[config.mk]
export PLATFORM = sky130hd
export DESIGN_NAME = batch_rank_arbiter
export DESIGN_NICKNAME = d
export VERILOG_FILES = /design/src/rtl/brarb_pkg.sv /design/src/rtl/brarb_epoch.sv /design/src/rtl/brarb_keymax.sv /design/src/rtl/brarb_rrpick.sv /design/src/rtl/batch_rank_arbiter.sv
export SDC_FILE = /design/constraint.sdc
export NUM_CORES = 1
export LEC_CHECK = 0
export ABC_AREA = 1
export BUFFER_PORTS_ARGS = -buffer_cell sky130_fd_sc_hd__buf_4
export CORE_AREA = 2 2 169 171
export CTS_CLUSTER_DIAMETER = 60
export DETAILED_ROUTE_END_ITERATION = 16
export DIE_AREA = 0 0 171 173
export PLACE_DENSITY = 0.52
export SLEW_MARGIN = 5
export SYNTH_ARGS = -nofsm -noshare
export SYNTH_HDL_FRONTEND = slang
export SYNTH_SLANG_ARGS = --single-unit
[constraint.sdc]
create_clock -name clk -period 22.1 [get_ports clk]
set_input_delay 4.42 -clock clk [delete_from_list [all_inputs] [get_ports clk]]
set_output_delay 4.42 -clock clk [all_outputs]
set_load 0.01 [all_outputs]
[src/rtl/brarb_pkg.sv]
package brarb_pkg;

  // Next index on a ring of n entries.
  function automatic int unsigned ring_next(int unsigned v, int unsigned n);
    return (v + 1 >= n) ? 0 : v + 1;
  endfunction

endpackage

[src/rtl/brarb_epoch.sv]
module brarb_epoch #(
  parameter int BATCH_PERIOD = 16,
  parameter int BATCH_W      = 3,
  parameter int RANK_W       = 3
) (
  input  logic              clk,
  input  logic              rst_n,
  input  logic              rank_load,
  input  logic [RANK_W-1:0] rank_in,
  output logic [BATCH_W-1:0] batch_now,
  output logic              step,
  output logic [RANK_W-1:0] rank_now
);
  localparam int CNT_W = (BATCH_PERIOD > 1) ? $clog2(BATCH_PERIOD) : 1;
  localparam logic [CNT_W-1:0] LAST = CNT_W'(BATCH_PERIOD - 1);

  logic [CNT_W-1:0]  cnt_q;
  logic [RANK_W-1:0] pend_q;
  logic              pend_v;

  assign step = (cnt_q == LAST);

  always_ff @(posedge clk) begin
    if (!rst_n) begin
      cnt_q     <= '0;
      batch_now <= '0;
      rank_now  <= '0;
      pend_q    <= '0;
      pend_v    <= 1'b0;
    end else begin
      if (step) begin
        cnt_q     <= '0;
        batch_now <= batch_now + 1'b1;
        pend_v    <= 1'b0;
        if (rank_load)   rank_now <= rank_in;
        else if (pend_v) rank_now <= pend_q;
      end else begin
        cnt_q <= cnt_q + 1'b1;
        if (rank_load) begin
          pend_q <= rank_in;
          pend_v <= 1'b1;
        end
      end
    end
  end

  p_batch_step_r8: assert property (@(posedge clk) disable iff (!rst_n)
    step |=> batch_now == BATCH_W'($past(batch_now) + 1'b1));
  p_batch_hold_r8: assert property (@(posedge clk) disable iff (!rst_n)
    !step |=> $stable(batch_now));
  p_rank_hold_r9: assert property (@(posedge clk) disable iff (!rst_n)
    !step |=> $stable(rank_now));
endmodule

[src/rtl/brarb_keymax.sv]
module brarb_keymax #(
  parameter int NREQ  = 10,
  parameter int KEY_W = 6
) (
  input  logic [NREQ-1:0]       valid,
  input  logic [NREQ*KEY_W-1:0] keys,
  output logic [NREQ-1:0]       match
);
  logic [KEY_W-1:0] best;

  always_comb begin
    best = '0;
    for (int i = 0; i < NREQ; i++) begin
      if (valid[i] && keys[i*KEY_W +: KEY_W] > best) best = keys[i*KEY_W +: KEY_W];
    end
  end

  for (genvar g = 0; g < NREQ; g++) begin : g_match
    assign match[g] = valid[g] && (keys[g*KEY_W +: KEY_W] == best);
  end
endmodule

[src/rtl/brarb_rrpick.sv]
module brarb_rrpick #(
  parameter int NREQ = 10
) (
  input  logic            clk,
  input  logic            rst_n,
  input  logic [NREQ-1:0] cand,
  input  logic            fire,
  output logic [NREQ-1:0] pick
);
  localparam int PTR_W = (NREQ > 1) ? $clog2(NREQ) : 1;

  logic [PTR_W-1:0] ptr_q;
  logic [PTR_W-1:0] idx;
  logic             found;

  always_comb begin
    int j;
    pick  = '0;
    idx   = '0;
    found = 1'b0;
    for (int k = 0; k < NREQ; k++) begin
      j = int'(ptr_q) + k;
      if (j >= NREQ) j = j - NREQ;
      if (!found && cand[j]) begin
        found   = 1'b1;
        pick[j] = 1'b1;
        idx     = PTR_W'(j);
      end
    end
  end

  always_ff @(posedge clk) begin
    if (!rst_n)             ptr_q <= '0;
    else if (fire && found) ptr_q <= PTR_W'(brarb_pkg::ring_next(int'(idx), NREQ));
  end

  p_ptr_hold_r6: assert property (@(posedge clk) disable iff (!rst_n)
    !fire |=> $stable(ptr_q));
  p_ptr_range_r5: assert property (@(posedge clk) disable iff (!rst_n)
    int'(ptr_q) < NREQ);
  p_pick_cand_r5: assert property (@(posedge clk) disable iff (!rst_n)
    $onehot0(pick) && ((pick & ~cand) == '0));
endmodule

[src/rtl/batch_rank_arbiter.sv]
module batch_rank_arbiter #(
  parameter int NREQ         = 10,
  parameter int BATCH_W      = 3,
  parameter int RANK_W       = 3,
  parameter int BATCH_PERIOD = 16
) (
  input  logic                    clk,
  input  logic                    rst_n,
  input  logic [NREQ-1:0]         req_valid,
  input  logic [NREQ*BATCH_W-1:0] req_batch,
  input  logic [NREQ*RANK_W-1:0]  req_rank,
  output logic [NREQ-1:0]         grant,
  output logic                    out_valid,
  input  logic                    out_ready,
  input  logic                    rank_load,
  input  logic [RANK_W-1:0]       rank_in,
  output logic [BATCH_W-1:0]      inj_batch,
  output logic [RANK_W-1:0]       rank_now
);
  localparam int KEY_W = BATCH_W + RANK_W;

  logic                  step;
  logic [NREQ*KEY_W-1:0] keys;
  logic [NREQ-1:0]       match;
  logic [NREQ-1:0]       pick;
  logic                  fire;

  brarb_epoch #(.BATCH_PERIOD(BATCH_PERIOD), .BATCH_W(BATCH_W), .RANK_W(RANK_W)) u_epoch (
    .clk(clk), .rst_n(rst_n), .rank_load(rank_load), .rank_in(rank_in),
    .batch_now(inj_batch), .step(step), .rank_now(rank_now));

  // Priority key: batch age (modular distance from the current batch) above rank.
  for (genvar g = 0; g < NREQ; g++) begin : g_key
    logic [BATCH_W-1:0] age;
    assign age = inj_batch - req_batch[g*BATCH_W +: BATCH_W];
    assign keys[g*KEY_W +: KEY_W] = {age, req_rank[g*RANK_W +: RANK_W]};
  end

  brarb_keymax #(.NREQ(NREQ), .KEY_W(KEY_W)) u_max (
    .valid(req_valid), .keys(keys), .match(match));

  assign out_valid = |req_valid;
  assign fire      = out_valid && out_ready;

  brarb_rrpick #(.NREQ(NREQ)) u_rr (
    .clk(clk), .rst_n(rst_n), .cand(match), .fire(fire), .pick(pick));

  assign grant = out_ready ? pick : '0;

  p_grant_onehot_r7: assert property (@(posedge clk) disable iff (!rst_n)
    $onehot0(grant));
  p_grant_valid_r7: assert property (@(posedge clk) disable iff (!rst_n)
    (grant & ~req_valid) == '0);
  p_grant_live_r7: assert property (@(posedge clk) disable iff (!rst_n)
    (out_ready && (|req_valid)) |-> $countones(grant) == 1);
  p_no_grant_stall_r6: assert property (@(posedge clk) disable iff (!rst_n)
    !out_ready |-> grant == '0);
endmodule

Yosys cells after proc, flatten, opt, wreduce, memory -nomap -nowiden
Cells that the tools add are included.
- add/subtract/negate cells: 32
- $lt $le $gt $ge: 41
- eq/ne operators: 11
- muxes and demuxes: 104
- bitwise logic cells: 11
- reductions and logical operators: 55
- operators by type and width (kind ; count):
    greater-or-equal comparator 32 x 1 -> 1 bit, second input constant ; 10
    < comparator 32 x 6 -> 1 bit, second input constant ; 10
    two-way mux 32 bit ; 10
    greater-or-equal comparator 32 x 5 -> 1 bit, second input constant ; 9
    subtractor 32 x 5 -> 32 bit, second input constant ; 9
    two-way mux 10 bit ; 11
    bitwise OR 10 bit ; 9
    == test 6 bit ; 10
    two-way mux 6 bit ; 10
    greater-than comparator 6 bit ; 9
    two-way mux 4 bit ; 11
    logical AND 1 bit ; 41
    binary-select mux 1 bit (select 4 bit) ; 10
    demux 1 bit (select 4 bit) ; 10
    two-way mux 1 bit ; 40
    subtractor 3 bit ; 10
    adder 4 x 3 -> 5 bit, second input constant ; 4
    adder 4 x 1 -> 5 bit, second input constant ; 2
    adder 4 x 2 -> 5 bit, second input constant ; 2
    adder 4 x 4 -> 5 bit, second input constant ; 2
    OR reduction 10 bit ; 1
    logical NOT 1 bit ; 9
    greater-than comparator 6 x 1 -> 1 bit, second input constant ; 1
    two-way mux 3 bit ; 2
    10 further kinds ; 12
- bits in registers: 18

Depth between registers and ports, before layout
Gate-level depths: netlist of the first run.
- depth after elaboration: 67
- gate-level depth with buffers: 128
- mapped depth without buffers: 120

Hierarchy
Synthesis of the first run repeated with hierarchy kept, for this count alone.
- cell total of the unflattened synthesis: 1804
- area total of the unflattened synthesis: 9585.4 µm²
- by module, submodules not included (module ; instances ; cells an instance ; area each (µm²)):
    brarb_keymax ; 1 ; 798 ; 4110.2
    brarb_rrpick ; 1 ; 787 ; 4046.4
    batch_rank_arbiter ; 1 ; 135 ; 817.0
    brarb_epoch ; 1 ; 84 ; 611.8

Worst setup path after synthesis of the first run
Ideal clock, no wire load.
- path type: input port to output port
- from: input req_batch[0]
- to: output grant[2]
- arrival time: 17.990 ns
- required time: 17.680 ns
- path slack: -0.310 ns
- cell stages on the path: 108
- buffers on the path: 8
- path through: ha_1 inv_1 fa_1 xor2_1 xor2_1 nor2_1 a31oi_1 nand2_1 inv_1 ha_1 nand2_1 inv_1 a21oi_2 nand2_2 buf_6 nand2_1 o21ai_0 ha_1 (+72 left out) nand2_1 nand2_1 clkinv_1 nand2_1 nor2_1 nand3_1 nand2_1 nand2_1 nand2_1 o21ai_4 nand3_4 nor2_8 nand3_4 nor3_4 nand3_2 nor2_1 nand4_1 a41oi_1
- cells in the longest elaborated chain, start to end: 65
- ends and longest elaborated chain (element ; RTL line ; source):
    start: declaration ; batch_rank_arbiter.sv:10 ; input logic [NREQ*BATCH_W-1:0] req_batch,
    subtractor 3 bit * ; batch_rank_arbiter.sv:35 ; assign age = inj_batch - req_batch[g*BATCH_W +: BATCH_W];
    greater-than comparator 6 x 1 -> 1 bit ; brarb_keymax.sv:14 ; if (valid[i] && keys[i*KEY_W +: KEY_W] > best) best = keys[i*KEY_W +: KEY_W];
    logical AND 1 bit ; brarb_keymax.sv:14 ;
    two-way mux 6 bit ; brarb_keymax.sv:14 ;
    greater-than comparator 6 bit ; brarb_keymax.sv:14 ;
    logical AND 1 bit ; brarb_keymax.sv:14 ;
    two-way mux 6 bit ; brarb_keymax.sv:14 ;
    greater-than comparator 6 bit ; brarb_keymax.sv:14 ;
    (+49 left out) ; -- ;
    two-way mux 1 bit ; brarb_rrpick.sv:24 ; if (!found && cand[j]) begin
    logical NOT 1 bit ; brarb_rrpick.sv:24 ;
    logical AND 1 bit ; brarb_rrpick.sv:24 ;
    two-way mux 1 bit ; brarb_rrpick.sv:24 ;
    logical NOT 1 bit ; brarb_rrpick.sv:24 ;
    logical AND 1 bit ; brarb_rrpick.sv:24 ;
    two-way mux 10 bit * ; brarb_rrpick.sv:24 ;
    two-way mux 10 bit * ; batch_rank_arbiter.sv:48 ; assign grant = out_ready ? pick : '0;
    end: declaration ; batch_rank_arbiter.sv:12 ; output logic [NREQ-1:0] grant,
Mark *: on every way between the ends. The rest lies on a longest branch, timed or not. The select of a mux whose other input is x is not followed.

Worst setup path in the final report of the first run
- from: input req_batch[0]
- to: output grant[6]
Same word-level chain as after synthesis.

==> impl_metrics.tcl, run 1 <==
set metrics [dict create \
    status "finished clean" \
    avgViaCountPerCell 5.28 \
    cts_buffer_depth 2 \
    cap_violations 0 \
    rsz0062_at_grt "yes" \
    dp_hpwl_mm 31.1 \
    timing.fmax_ghz 0.0461 \
    max_stage_delay_ns 0.32 \
    grt_max_degree 41 \
    avgSynthCellArea_um2 5.49 \
    drt-total-wl_mm 39.4 \
    criticalPathCategory "input port to primary output" \
    tns_ns 0 \
    globalplace.congestion 0.957 \
    yosys_most_used_dff "dfxtp_1" \
    ys_types 55 \
    cts_made_buffers 3 \
    grt.total_usage 0.248 \
    syn_nets 1855 \
    antenna_found_initial 0 \
    slew_headroom 0.273 \
    hold_violations 0 \
    grt_pass1_wl_mm 59.2 \
    synth_edf_count 0 \
    core_area_um2 27600 \
    critPathArrivalTime_ns 17.27 \
    yosysSeqAreaShare 0.0389 \
    netlist_area_um2 9260 \
    core.rowCount 61 \
    worst_pin_slew_ns 1.08 \
    postCtsHoldBufs 0 \
    drt_drc_violations_left 0 \
    top_level_ports 94 \
    antenna_cells 0 \
    setup_violations 0 \
    finalWorstSetupSlack_ns 0.414 \
    cts-root-buf "clkbuf_16" \
    clkLatencyLatePin_ns 0.25 \
    first_iter_violations 1104 \
    ys.warnings.count 0 \
    synth.ff_latch_count 18 \
    slew_viol_final 0 \
    cp_max_fo 8 \
    avgRoutedWirePerCell_um 17.4 \
    die_x_um 171 \
    start_util 0.335 \
    nFillCells 2990 \
    hp-class "register to register" \
    syn2layout_area_growth_pct 38.8 \
    grt_overflow 0 \
    htreeDepth 1 \
    portBuffers 93 \
    numClockSinks 18 \
    skew_ns 0.00538 \
    die_h_um 173 \
    drive_above_1_share 0.308 \
    die_area_um2 29600 \
    cp_slowest_cell "fa_2" \
    cp_common_cell "nand2_4" \
    clk_pin_slew_ns 0.05 \
    vias 12000 \
    cts_tree "yes" \
    grt_pass1_vias 11000 \
    fin_util 0.465 \
    endpoint_kind "primary output" \
    fin_area_um2 12800 \
    post-place-ws_ns -0.443 \
    post-route-period-util 0.981 \
    ant_nets 0 \
    placed_area_um2 10700 \
    cp-start-kind "input port" \
    period_minus_slack_ns 21.69 \
    drtPass1Iterations 7 \
    nNetsFinal 2066 \
    async_flop_share 0 \
    synthCells 1685 \
    cp.required_ns 17.68 \
]
worst max-delay path: cells and delay by family:
| kind | cells | cell delay (ns) |
|---|---|---|
| adders and majority gates | 11 | 2.69 |
| xor gates and xnor gates | 2 | 0.45 |
| buffers and inverters | 20 | 1.68 |
| AOI/OAI and AO/OA | 21 | 2.76 |
| and+or+nand+nor | 51 | 5.22 |
cells in the final DEF (no fill, tap or decap), drive strengths merged, types with 12 or more instances in the layout:
cell type / synthesis / final
a21oi: 49 / 49
inv: 285 / 287
nand2: 484 / 484
buf: 22 / 234
xor2: 38 / 38
ha: 82 / 82
dfxtp: 18 / 18
o21bai: 13 / 13
nand3: 296 / 296
nor2: 172 / 172
nor3: 19 / 19
o21ai: 83 / 83
a31oi: 12 / 12
nand4: 33 / 33
cell usage after synthesis (2+ instances only):
| library cell | n | area (µm²) |
|---|---|---|
| nand2_1 | 437 | 1640 |
| inv_1 | 271 | 1020 |
| nand3_1 | 265 | 1330 |
| nor2_1 | 154 | 578 |
| ha_1 | 82 | 1030 |
| o21ai_0 | 70 | 350 |
| a21oi_1 | 48 | 240 |
| xor2_1 | 38 | 333 |
| nand2_2 | 37 | 231 |
| nand4_1 | 32 | 200 |
| nand3_2 | 26 | 260 |
| dfxtp_1 | 18 | 360 |
| nor3_1 | 18 | 90.1 |
| nor2_2 | 16 | 100 |
| inv_2 | 14 | 52.6 |
| o21bai_1 | 13 | 97.6 |
| a31oi_1 | 12 | 75.1 |
| buf_6 | 12 | 135 |
| fa_1 | 11 | 220 |
| o21ai_1 | 11 | 55.1 |
| nand2_4 | 10 | 113 |
| nand3b_1 | 8 | 60.1 |
| o211ai_1 | 7 | 52.6 |
| clkbuf_1 | 6 | 22.5 |
| nor4_1 | 6 | 37.5 |
| o2111ai_1 | 6 | 52.6 |
| buf_4 | 5 | 37.5 |
| nand3_4 | 5 | 87.6 |
| o21a_1 | 5 | 37.5 |
| o221ai_1 | 4 | 35.0 |
| buf_8 | 3 | 45.0 |
| clkinv_1 | 3 | 11.3 |
| o31ai_1 | 3 | 22.5 |
| or2_2 | 3 | 18.8 |
| a211oi_1 | 2 | 15.0 |
| a41oi_1 | 2 | 17.5 |
| buf_2 | 2 | 10.0 |
| o22ai_1 | 2 | 12.5 |
| xnor2_1 | 2 | 17.5 |
cell families after synthesis:
logic type,Yosys count,share of synthesized area
AOI/OAI and AO/OA,193,0.123
adders and majority gates,93,0.135
xor gates and xnor gates,40,0.0378
DFF,18,0.0389
buffers and inverters,318,0.145
and+or+nand+nor,1023,0.520
routing by layer:
layer	wire length, µm	track usage
met1	17400	0.344
met2	18600	0.419
met3	2330	0.0133
met4	1030	0.0607
met5	0	0
final cells by class:
cell class	count	area (µm²)	area share
Tap cell	378	473	0.0368
Clock buffer	3	75.1	0.00584
Multi-Input combinational cell	1349	8940	0.696
Timing Repair inverter	1	7.51	0.000584
Timing Repair Buffer	234	1900	0.148
Inverter	289	1090	0.0850
Sequential cell	18	360	0.0280
stage by stage:
| step | cells | hold slack (ns) |
|---|---|---|
| after detailed placement | 2192 | 0.441 |
| after CTS | 2211 | 0.452 |
| final | 2272 | 0.452 |
| after global routing | 2272 | 0.472 |
| after floorplan | 1685 | 0.418 |
| after global placement | 2192 | 0.439 |
repair_timing:
| action | in CTS | in global routing |
|---|---|---|
| pin swaps | 34 | 138 |
| buffers inserted | 15 | 60 |
| endpoints found under the setup margin | 10 | 10 |
| resized for setup | 58 | 299 |
| cloned | 1 | 1 |
path summary, 6_finish.rpt:
path	cells after the start	slack, ns	end	from
setup / recovery	105	0.41	grant[6]	req_batch[0]
hold / removal	1	0.45	u_epoch.cnt_q[0]	u_epoch.cnt_q[0]
setup reg to reg	107	7.89	u_rr.ptr_q[3]	u_epoch.batch_now[0]
hold reg to reg	1	0.45	u_epoch.cnt_q[0]	u_epoch.cnt_q[0]
sequential cells by signal, indices dropped and copies added, names as in the netlist:
signal	cells
u_epoch.batch_now	3
u_epoch.pend_v	1
u_epoch.pend_q	3
u_rr.ptr_q	4
u_epoch.rank_now	3
u_epoch.cnt_q	4
Power of run 1 is not shown: default switching activity piles up to over one toggle a cycle in this logic, so the estimate is an artifact.
==> run 2, diff against run 1 <==
==> constraint.sdc (replaced) <==
create_clock -name clk -period 22.1 [get_ports clk]
set_input_delay 2.21 -clock clk [delete_from_list [all_inputs] [get_ports clk]]
set_output_delay 2.21 -clock clk [all_outputs]
set_load 0.01 [all_outputs]
==> run 2 against run 1 <==
Effect of this change:
- flip-flop and latch count unchanged
- critical path type unchanged
- clock-buffer cell count increased by 1
- critical endpoint is now grant[2]
- hold slack worse by 0.0076 ns
==> impl_metrics.tcl, run 2 (synthesis gave the netlist of run 1 again) <==
set metrics [dict create \
    status "finished clean" \
    top_level_ports 94 \
    skew_ns 0.00215 \
    setup_violations 0 \
    crit_family "simple AND/OR/NAND/NOR gates" \
    cts_made_buffers 3 \
    final_common_cell "nand2_1" \
    clk_pin_slew_ns 0.05 \
    globalplace.congestion 0.986 \
    drive_above_1_share 0.127 \
    avgViaCountPerCell 5.23 \
    layout.cells.most_common_list "nand2_1, inv_1, nand3_1, nor2_1, buf_4" \
    hold_violations 0 \
    path_buf_inv 11 \
    clkLatencyLatePin_ns 0.25 \
    nNetsFinal 1929 \
    cp.required_ns 19.89 \
    cp_max_fo 19 \
    cts_buffer_depth 2 \
    drtPass1Iterations 8 \
    antenna_found_initial 0 \
    cts_tree "yes" \
    cp-start-kind "input port" \
    htreeDepth 1 \
    grt_overflow 0 \
    post_cts_resized 0 \
    numClockSinks 18 \
    hp-class "register to register" \
    dp_hpwl_mm 30.0 \
    rsz0062_at_grt "no" \
    first_iter_violations 908 \
    critPathArrivalTime_ns 18.28 \
    antenna_cells 0 \
    avgRoutedWirePerCell_um 16.8 \
    vias 11200 \
    syn2layout_area_growth_pct 11.3 \
    endpoint_kind "primary output" \
    slew_viol_final 0 \
    postCtsHoldBufs 0 \
    max_stage_delay_ns 0.50 \
    cts-root-buf "clkbuf_16" \
    post-route-period-util 0.927 \
    core_area_um2 27600 \
    core.rowCount 61 \
    die_area_um2 29600 \
    grt.total_usage 0.238 \
    cp_slowest_cell "o21ai_0" \
    cp_common_cell "nand2_1" \
    start_util 0.335 \
    tns_ns 0 \
    nFillCells 3175 \
    criticalPathCategory "input port to primary output" \
    timing.fmax_ghz 0.0488 \
    worst_pin_slew_ns 0.951 \
    multi_input_area_um2 7560 \
    die_x_um 171 \
    drt-total-wl_mm 35.9 \
    grt_pass1_vias 10500 \
    grt_max_degree 44 \
    final-seq-area_um2 360 \
    post_cts_buffers 0 \
    reg_top3 "u_epoch.cnt_q (4), u_rr.ptr_q (4)" \
    die_h_um 173 \
    slew_headroom 0.360 \
    ant_nets 0 \
    portBuffers 93 \
    drt_drc_violations_left 0 \
    grt_pass1_wl_mm 56.9 \
    period_minus_slack_ns 20.49 \
    cap_violations 0 \
]
-- run 2: changes by cell type in the layout (fill, tap and decap cells not counted), sizes merged --
| cell | previous run | this run |
|---|---|---|
| buf | 234 | 98 |
| clkbuf | 3 | 4 |
| clkinv | 2 | 4 |
| clkinvlp | 1 | 0 |
| inv | 287 | 285 |
-- run 2: final cells by class --
class	instances	area share
repair buffers	98	0.0714
clock buffers	4	0.00862
multi-input cells	1349	0.734
inverters	289	0.105
flip-flops and latches	18	0.0350
well taps	378	0.0459
-- run 2: layer usage --
layer  vias up  wire (µm)  global-route usage
li1       5636          -                   -
met1      5054      16600               0.335
met2       416      16000               0.388
met3        70       2360              0.0201
met4         0        956              0.0632
met5         -          0                   0
-- run 2: worst paths after layout --
kind	start	end	slack (ns)	depth (start not counted)
worst max register to register	u_epoch.batch_now[0]	u_rr.ptr_q[3]	4.83	105
worst max-delay path	req_batch[0]	grant[2]	1.61	100
worst min-delay path	u_epoch.cnt_q[0]	u_epoch.cnt_q[0]	0.44	1
worst min register to register	u_epoch.cnt_q[0]	u_epoch.cnt_q[0]	0.44	1
-- run 2: through the flow --
step                hold WS, ns  cell area, µm²  utilization  worst slack, ns  instances
finish                    0.444           10300        0.373             1.61       2136
global route              0.480           10300        0.373           0.0366       2136
CTS                       0.451           10300        0.373             1.72       2136
detailed placement        0.439           10200        0.369             1.72       2132
global placement          0.435           10200        0.369             1.89       2132
floorplan                 0.418            9260            -             4.11       1685
Power of run 2 is left out for the same reason.
